[config.mk]
export PLATFORM = sky130hd
export DESIGN_NAME = irq_daisy_node
export DESIGN_NICKNAME = d
export VERILOG_FILES = /design/src/rtl/irqd_pkg.sv /design/src/rtl/irqd_sync.sv /design/src/rtl/irqd_vec_rom.sv /design/src/rtl/irqd_ctrl.sv /design/src/rtl/irq_daisy_node.sv
export SDC_FILE = /design/constraint.sdc
export NUM_CORES = 1
export LEC_CHECK = 0
export CAP_MARGIN = 0
export CORE_ASPECT_RATIO = 1.4
export CORE_MARGIN = 2
export CORE_UTILIZATION = 33
export CTS_CLUSTER_DIAMETER = 50
export CTS_CLUSTER_SIZE = 14
export DETAILED_ROUTE_END_ITERATION = 16
export GPL_TIMING_DRIVEN = 0
export PLACE_DENSITY = 0.75
export SLEW_MARGIN = 20
export SYNTH_ARGS = -nofsm -noshare
export SYNTH_HDL_FRONTEND = slang
export SYNTH_HIERARCHICAL = 1
export SYNTH_SLANG_ARGS = --single-unit
[constraint.sdc]
create_clock -name clk -period 1.36 [get_ports clk]
set_clock_uncertainty 0.15 [all_clocks]
set_input_delay 0.272 -clock clk [delete_from_list [all_inputs] [get_ports clk]]
set_output_delay 0.272 -clock clk [all_outputs]
set_load 0.005 [all_outputs]
[src/rtl/irqd_pkg.sv]
package irqd_pkg;
    typedef enum logic [2:0] {
        ST_IDLE,
        ST_PASS,
        ST_GRAB,
        ST_DRIVE,
        ST_DONE
    } irqd_state_e;
endpackage

[src/rtl/irqd_sync.sv]
module irqd_sync #(
    parameter int          W       = 1,
    parameter logic [W-1:0] RST_VAL = '0
) (
    input  logic         clk,
    input  logic         rst_n,
    input  logic [W-1:0] d,
    output logic [W-1:0] q
);
    logic [W-1:0] meta;

    always_ff @(posedge clk or negedge rst_n) begin
        if (!rst_n) begin
            meta <= RST_VAL;
            q    <= RST_VAL;
        end else begin
            meta <= d;
            q    <= meta;
        end
    end
endmodule

[src/rtl/irqd_vec_rom.sv]
module irqd_vec_rom #(
    parameter int SEL_W = 3,
    parameter int DW    = 8,
    parameter int BASE  = 8'h40,
    parameter int STEP  = 8'h11
) (
    input  logic [SEL_W-1:0] sel,
    output logic [DW-1:0]    vec
);
    localparam int N = 1 << SEL_W;

    logic [DW-1:0] tbl [N];

    for (genvar i = 0; i < N; i++) begin : g_entry
        assign tbl[i] = DW'(BASE + i * STEP);
    end

    assign vec = tbl[sel];
endmodule

[src/rtl/irqd_ctrl.sv]
module irqd_ctrl
    import irqd_pkg::*;
(
    input  logic clk,
    input  logic rst_n,
    input  logic ack_seen,
    input  logic strobe_seen,
    input  logic pend,
    input  logic match,
    output logic take,
    output logic pass_on,
    output logic drive
);
    irqd_state_e state, nxt;

    always_comb begin
        nxt = state;
        unique case (state)
            ST_IDLE:  if (ack_seen) nxt = (pend && match) ? ST_GRAB : ST_PASS;
            ST_PASS:  if (!ack_seen) nxt = ST_IDLE;
            ST_GRAB: begin
                if (strobe_seen)   nxt = ST_DRIVE;
                else if (!ack_seen) nxt = ST_IDLE;
            end
            ST_DRIVE: if (!strobe_seen) nxt = ST_DONE;
            ST_DONE:  if (!ack_seen) nxt = ST_IDLE;
            default:  nxt = ST_IDLE;
        endcase
    end

    always_ff @(posedge clk or negedge rst_n) begin
        if (!rst_n) state <= ST_IDLE;
        else        state <= nxt;
    end

    always_comb begin
        take    = (state == ST_IDLE) && ack_seen && pend && match;
        pass_on = (state == ST_PASS);
        drive   = (state == ST_DRIVE);
    end
endmodule

[src/rtl/irq_daisy_node.sv]
module irq_daisy_node #(
    parameter int LVL_W    = 3,
    parameter int SEL_W    = 3,
    parameter int DW       = 8,
    parameter int VEC_BASE = 8'h40,
    parameter int VEC_STEP = 8'h11
) (
    input  logic                          clk,
    input  logic                          rst_n,
    input  logic                          periph_req,
    input  logic [LVL_W-1:0]              cfg_level,
    input  logic [SEL_W-1:0]              cfg_vec_sel,
    input  logic [LVL_W-1:0]              ack_lvl,
    input  logic                          ds_n,
    input  logic                          iack_in_n,
    output logic [(1<<LVL_W)-2:0]         irq_n,
    output logic                          iack_out_n,
    output logic [DW-1:0]                 data_out,
    output logic                          data_oe,
    output logic                          dtack_n
);
    localparam int NLVL = (1 << LVL_W) - 1;
    localparam int SW   = LVL_W + 3;
    localparam logic [SW-1:0] SYNC_RST = {1'b0, 1'b1, 1'b1, {LVL_W{1'b0}}};

    logic [SW-1:0]    sync_q;
    logic             req_s, ds_s_n, iack_s_n;
    logic [LVL_W-1:0] ack_s;
    logic             req_q, pend, match;
    logic             take, pass_on, drive;
    logic [DW-1:0]    vec;

    irqd_sync #(.W(SW), .RST_VAL(SYNC_RST)) u_sync (
        .clk   (clk),
        .rst_n (rst_n),
        .d     ({periph_req, ds_n, iack_in_n, ack_lvl}),
        .q     (sync_q)
    );

    assign {req_s, ds_s_n, iack_s_n, ack_s} = sync_q;

    // request latch: set on a new request edge, cleared when the acknowledge is taken
    always_ff @(posedge clk or negedge rst_n) begin
        if (!rst_n) begin
            req_q <= 1'b0;
            pend  <= 1'b0;
        end else begin
            req_q <= req_s;
            if (take)                pend <= 1'b0;
            else if (req_s && !req_q) pend <= 1'b1;
        end
    end

    assign match = (cfg_level != '0) && (ack_s == cfg_level);

    irqd_vec_rom #(.SEL_W(SEL_W), .DW(DW), .BASE(VEC_BASE), .STEP(VEC_STEP)) u_rom (
        .sel (cfg_vec_sel),
        .vec (vec)
    );

    irqd_ctrl u_ctrl (
        .clk         (clk),
        .rst_n       (rst_n),
        .ack_seen    (!iack_s_n),
        .strobe_seen (!ds_s_n),
        .pend        (pend),
        .match       (match),
        .take        (take),
        .pass_on     (pass_on),
        .drive       (drive)
    );

    for (genvar k = 0; k < NLVL; k++) begin : g_line
        assign irq_n[k] = !(pend && (cfg_level == LVL_W'(k + 1)));
    end

    always_comb begin
        iack_out_n = !pass_on;
        data_oe    = drive;
        dtack_n    = !drive;
        data_out   = drive ? vec : '0;
    end
endmodule

=== Word-level counts from Yosys, hierarchy flattened ===
Memory sizes are Yosys's and may differ from the RTL's.
Cells that the tools add are included.

* Bits of input ports: 14
* Register bits: 17
* Memories: 1
* Memory bits (read-only): 64

* Reduce and logical (&&, ||, !) cells: 29
* Equal/unequal tests: 14
* Muxes and demuxes: 11
* Magnitude comparators: 1
* Bitwise operators: 1

{| class="wikitable"
|+ Memories
! name !! words !! bits a word !! rd ports !! clocked after memory_dff !! write ports !! RTL line !! source
|-
| (no name shown) || 8 || 8 || 1 || 0 || 0 || irqd_vec_rom.sv:18 || <nowiki>assign vec = tbl[sel];</nowiki>
|}

{| class="wikitable"
|+ Operators with widths
! operator !! number
|-
| two-way mux 8 bit || 3
|-
| == test 3 bit (second input constant) || 5
|-
| logical AND 1 bit || 13
|-
| == test 3 x 2 -> 1 bit (second input constant) || 4
|-
| two-way mux 3 bit || 4
|-
| case mux 3 bit (4 select lines) || 1
|-
| zero test 1 bit || 11
|-
| == test 3 x 1 -> 1 bit (second input constant) || 2
|-
| greater-or-equal comparator 4 bit (second input constant) || 1
|-
| inverter 3 -> 4 bit || 1
|-
| == test 3 bit || 1
|-
| zero test 3 bit || 1
|-
| nonzero test 3 bit || 1
|-
| two-way mux 1 bit || 2
|-
| two-way mux 2 bit || 1
|-
| != test 2 x 1 -> 1 bit (second input constant) || 1
|-
| != test 2 bit (second input constant) || 1
|-
| AND reduction 2 bit || 1
|-
| nonzero test 2 bit || 1
|-
| OR reduction 2 bit || 1
|}

=== Depth between registers and ports, before layout ===
* Depth in word-level cells: 6
* Gate-level depth with buffers: 6

=== Modules after synthesis ===
Netlist, hierarchy kept.

{| class="wikitable"
|+ Modules (own cells, without submodules)
! module !! area an instance (sq um) !! times used !! cells an instance
|-
| irqd_sync || 305.3 || 1 || 12
|-
| irq_daisy_node || 239.0 || 1 || 34
|-
| irqd_ctrl || 170.2 || 1 || 17
|-
| irqd_vec_rom || 60.1 || 1 || 9
|}

=== Least setup slack after synthesis ===
No wires, ideal clock.

* Path kind: input port to flip-flop
* From: input port cfg_level[1]
* To: register pend
* Stages on the path: 6
* Path buffers: 1
* Path slack: -0.043 ns
* Arrival time: 1.133 ns
* Library setup time: 0.120 ns
* Data required time: 1.090 ns
* Cell sequence: clkbuf_2 xor2_1 nor4_2 and2_1 and3b_1 a21oi_1

* Cells in the longest elaborated chain, start to end: 4
* Elaborated cells between the ends (all ways): 6
* Those cells by class: eq/ne (1); mux (1); reduce/logical (4)

{| class="wikitable"
|+ RTL lines
! item !! RTL line !! source
|-
| from (decl) || irq_daisy_node.sv:11 || <nowiki>input logic [LVL_W-1:0] cfg_level,</nowiki>
|-
| == test 3 bit / nonzero test 3 bit (equally long branches) || irq_daisy_node.sv:54 || <nowiki>assign match = (cfg_level != '0) && (ack_s == cfg_level);</nowiki>
|-
| logical AND 1 bit * || irq_daisy_node.sv:54 ||
|-
| named net match || irq_daisy_node.sv:29 || <nowiki>logic req_q, pend, match;</nowiki>
|-
| logical AND 1 bit * || irqd_ctrl.sv:37 || <nowiki>take = (state == ST_IDLE) && ack_seen && pend && match;</nowiki>
|-
| named net take || irq_daisy_node.sv:30 || <nowiki>logic take, pass_on, drive;</nowiki>
|-
| two-way mux 1 bit / nonzero test 2 bit (equally long branches) || -- ||
|-
| to (signal assigned) || irq_daisy_node.sv:46 || <nowiki>pend <= 1'b0;</nowiki>
|-
| to (signal assigned) || irq_daisy_node.sv:49 || <nowiki>if (take) pend <= 1'b0;</nowiki>
|-
| to (signal assigned) || irq_daisy_node.sv:50 || <nowiki>else if (req_s && !req_q) pend <= 1'b1;</nowiki>
|-
| to (decl) || irq_daisy_node.sv:29 ||
|}

The timed path passes the listed nets; every way through them passes the cells marked *.
A chain may end at the register's enable or synchronous reset.

=== Worst setup path in the final report ===
* From: register u_ctrl.state[1]
* To: output port data_out[2]

* Cells in the longest elaborated chain, start to end: 2

{| class="wikitable"
|+ RTL lines
! item !! RTL line !! source
|-
| from (decl) || irqd_ctrl.sv:14 || <nowiki>irqd_state_e state, nxt;</nowiki>
|-
| from (signal assigned) || irqd_ctrl.sv:33 || <nowiki>else state <= nxt;</nowiki>
|-
| == test 3 x 2 -> 1 bit || irqd_ctrl.sv:39 || <nowiki>drive = (state == ST_DRIVE);</nowiki>
|-
| two-way mux 8 bit || irq_daisy_node.sv:81 || <nowiki>data_out = drive ? vec : '0;</nowiki>
|-
| to (decl) || irq_daisy_node.sv:18 || <nowiki>output logic [DW-1:0] data_out,</nowiki>
|}

No other way between the ends.

==> impl_summary.md <==
STA
The normalized max-slew margin is 0.527. After layout, the worst setup slack is -376 ps. The number of hold violations in the final report is 0. The period utilization is 1.28. The transition time of the tightest slew-check pin is 707 ps. Setup violations remaining at the end of the flow were counted as 20. The final number of max-transition violations came to 0.

Summed over all failing endpoints, the final setup total negative slack is -4130 ps. Static timing analysis puts the maximum clock frequency at 0.576 GHz. The worst path in the final design needs a cycle of 1740 ps, including I/O delays and setup. Setup repair after global routing could not meet its margin everywhere.

Die
The top-level I/O count is 32. The initial cell density of the core is 0.352. The floorplan step defined a die boundary enclosing 2760 sq um.

The vertical die dimension is 61.3 um. The floorplan has 20 rows. The total area inside the core boundary comes to 2200 sq um. From left edge to right edge, the die measures 44.9 um.

Min path
The hold path startpoint is u_sync/meta[1]. For hold timing, the worst endpoint is u_sync/q[1]. Along the worst hold path, the cell count comes to 0. The min-delay analysis places its worst path in the category reg2reg.

Detailed routing
Summing over every cut layer, the via total after detailed routing is 657. The routed design has 1.66 mm of wire. The via-per-instance ratio is 4.73.

The average routed wire per standard cell is 12.0 um. In this run, the number of DRC markers left after iteration 0 of detailed routing was 5. In this run the remaining antenna-violating nets after routing total 0. The residual DRC count is 0. The iteration count of the initial detailed-routing pass is 3.

Flow run
The number of violations of the max-capacitance limit is 0.

Status
The flow ran to the end, but the final reports show violations. The final reports fail on negative setup slack.

Synth
In the synthesized netlist, the number of instances is 72. In the synthesized netlist the async set-or-reset flop fraction comes to 1.00. Sorting the synthesized cells by area gives the leading types as dfrtp_1, dfstp_2, and2_1. By instance count, the leading cell after synthesis is dfrtp_1. Yosys mapped a number of flops with a built-in enable equal to 0. The synthesized netlist occupies a cell area of 774 sq um. Synthesis produced a netlist with a net count of 86. The post-synthesis cell type count is 26.

Of all cell types, the one taking the most synthesized area is dfrtp_1. For this run, the register share of the synthesized area comes to 0.556. Counting flops and latches in the post-synthesis netlist gives 17. The Yosys step of the flow raised 6 warnings. For this run, the leading register cell type out of synthesis is dfrtp_1.

Ranked by instance count, the synthesized netlist is headed by dfrtp_1, and2_1, inv_1. The mean instance size in the synthesized netlist is 10.8 sq um. The proportion of netlist area held by the largest area contributor is 0.420.

Global routing
The via count of the first global-routing pass is 661. The first global-routing pass estimated 2.66 mm of wire. Global routing finished with a remaining overflow of 0.

The aggregate global-route resource usage is 0.136. The initial antenna violation count came to 0. Entering global routing, the biggest net connects 18 pins.

Placed design
In this run the tool buffered the top-level ports with 27 buffer cells. Detailed placement finished with a half-perimeter wire length of 1.05 mm. Routability-driven placement finished with a final weighted congestion of 0.669.

CTS
The longest clock path from root to sink contains 2 buffers. The clock tree from TritonCTS is yes. The tree is rooted in a clkbuf_4.

The clock transition at the registers of the reported paths is 90 ps. Buffers inserted during clock tree synthesis total 3. The number of levels the H-tree was split into is 1.

The number of clock sinks is 17. The later pin in the worst-skew pair is clocked with a latency of 280 ps. The count of hold buffers inserted by post-cts repair is 0.

Power and ir drop
The design draws 0.00114 W. The switching share of power is 0.257. The clock power share is 0.221. The share of total power dissipated in combinational logic is 0.283.

The switching power summed over all nets is 0.000294 W. The total power density per cell area is 927 nW/um^2. The share of power burned in registers is 0.496. Summed over all cells, the static leakage comes to 0.593 nW.

The internal portion of the total power is 0.000849 W. VDD sags by at most 0.716 mV.

Worst setup path
The highest fanout seen on the critical path is 4. The worst register-to-register path begins at u_sync/q[2]. The data required time of the critical path is 940 ps. The launch point of the worst path is u_ctrl/state[1]. The worst setup path is of the reg2out kind.

On the worst path, the slowest cell contributes a delay of 440 ps. The endpoint class of the critical path is an output pin. The capture point of the worst reg-to-reg path is pend. Traced cell by cell, the critical path runs through and3b_2, buf_6, and2_1, buf_2. The worst register-to-register path has a depth of 5. For the worst setup path, the data arrival time is 1310 ps. The cell family contributing the most delay on the critical path is flip-flops.

The worst setup path is launched from a register. The sum of buffers and inverters on the critical path is 2. The slowest library cell on the worst path is dfrtp_2. For flop-to-flop paths, the worst setup slack is -130 ps.

Cells and area
The number of antenna diodes in the final layout is 0. The filler cells instantiated in the layout total 219. In the final layout, the share of cells above drive strength 1 is 0.590. The area growth from synthesis to layout is 59.1%. For this run, the post-layout net count is 132.
==> flip-flops by register name, summed over array words and instances (netlist names) <==
register / count
req_q: 1
u_ctrl/state: 3
u_sync/q: 6
pend: 1
u_sync/meta: 6
==> routing by layer <==
layer  vias up  GRT usage  share of wire
li1        317          -              -
met5         -          0              0
met1       313      0.122           0.34
met4         0     0.0630         0.0066
met3         2     0.0293          0.067
met2        25      0.273           0.59
==> power groups by stage <==
stage / registers (W) / clock network (W) / logic (W)
final: 0.000567 / 0.000252 / 0.000324
after global routing: 0.000572 / 0.000294 / 0.000350
after CTS: 0.000565 / 0.000270 / 0.000319
after detailed placement: 0.000583 / 0 / 0.000219
after global placement: 0.000580 / 0 / 0.000211
after floorplan: 0.000575 / 0 / 0.000101
==> cell type report <==
type,instances,area [sq um],share of cell area
clock buffers,3,22.5,0.0183
clock inverters,1,5.00,0.00406
repair buffers,40,337,0.273
well taps,22,27.5,0.0223
plain buffers,8,57.6,0.0467
inverters,8,30.0,0.0244
multi-input cells,40,319,0.259
flip-flops and latches,17,434,0.352
==> layout by cell type, fill, tap and decap left out, drive strengths merged <==
cell type and count:
xor2 3, clkbuf 6, clkdlybuf4s15 1, or3b 1, conb 1, buf 36, nor2 1, and2 9
nor3b 1, dfrtp 13, and2b 2, nand2 3, a311oi 1, nand4 1, nor4 1, clkdlybuf4s50 8
nand3 4, mux2i 1, nor2b 1, o22ai 1, a21oi 2, and3b 3, dfstp 4, a22o 1
nand2b 1, nor3 2, inv 8, clkinv 1
==> worst max path at each step <==
stage,slack (ps),cells past startpoint,to
floorplan,-20,5,pend
global placement,-710,4,irq_n[2]
detailed placement,-730,4,irq_n[2]
CTS,-390,4,data_out[4]
global route,-450,4,data_out[6]
finish,-380,4,data_out[2]
==> worst register-to-register path: cells and delay by family, from the launching register on <==
family	cells	cell delay, ps
AO/OA/AOI/OAI	1	40
XOR/XNOR	1	140
flip-flops	1	380
AND/OR/NAND/NOR	3	670
==> through the flow <==
stage / utilization / area [sq um] / setup slack [ps] / std cells / hold WS, ps
finish: 0.560 / 1230 / -376 / 139 / 205
global route: 0.560 / 1230 / -451 / 139 / 216
CTS: 0.556 / 1220 / -387 / 140 / 207
detailed placement: 0.487 / 1070 / -731 / 121 / 185
global placement: 0.487 / 1070 / -714 / 121 / 182
floorplan: - / 774 / -19.5 / 72 / -174
==> logic make-up (layout without fill, tap and decap cells) <==
logic type      Yosys count  after routing  share of synthesized area
compound gates            5              5                     0.0436
xor+xnor                  3              3                     0.0339
buf+inv                  16             60                      0.113
flops                    17             17                      0.556
mux                       1              1                     0.0129
other cells               1              1                    0.00484
simple gates             29             30                      0.236
==> repair_timing <==
item,in CTS,in global routing
pin swaps,6,3
gates cloned,1,0
endpoints found under the hold margin,0,0
resized for setup,96,10
endpoints found under the setup margin,20,21
buffers inserted,14,1
Power figures use the tool's default switching activity.
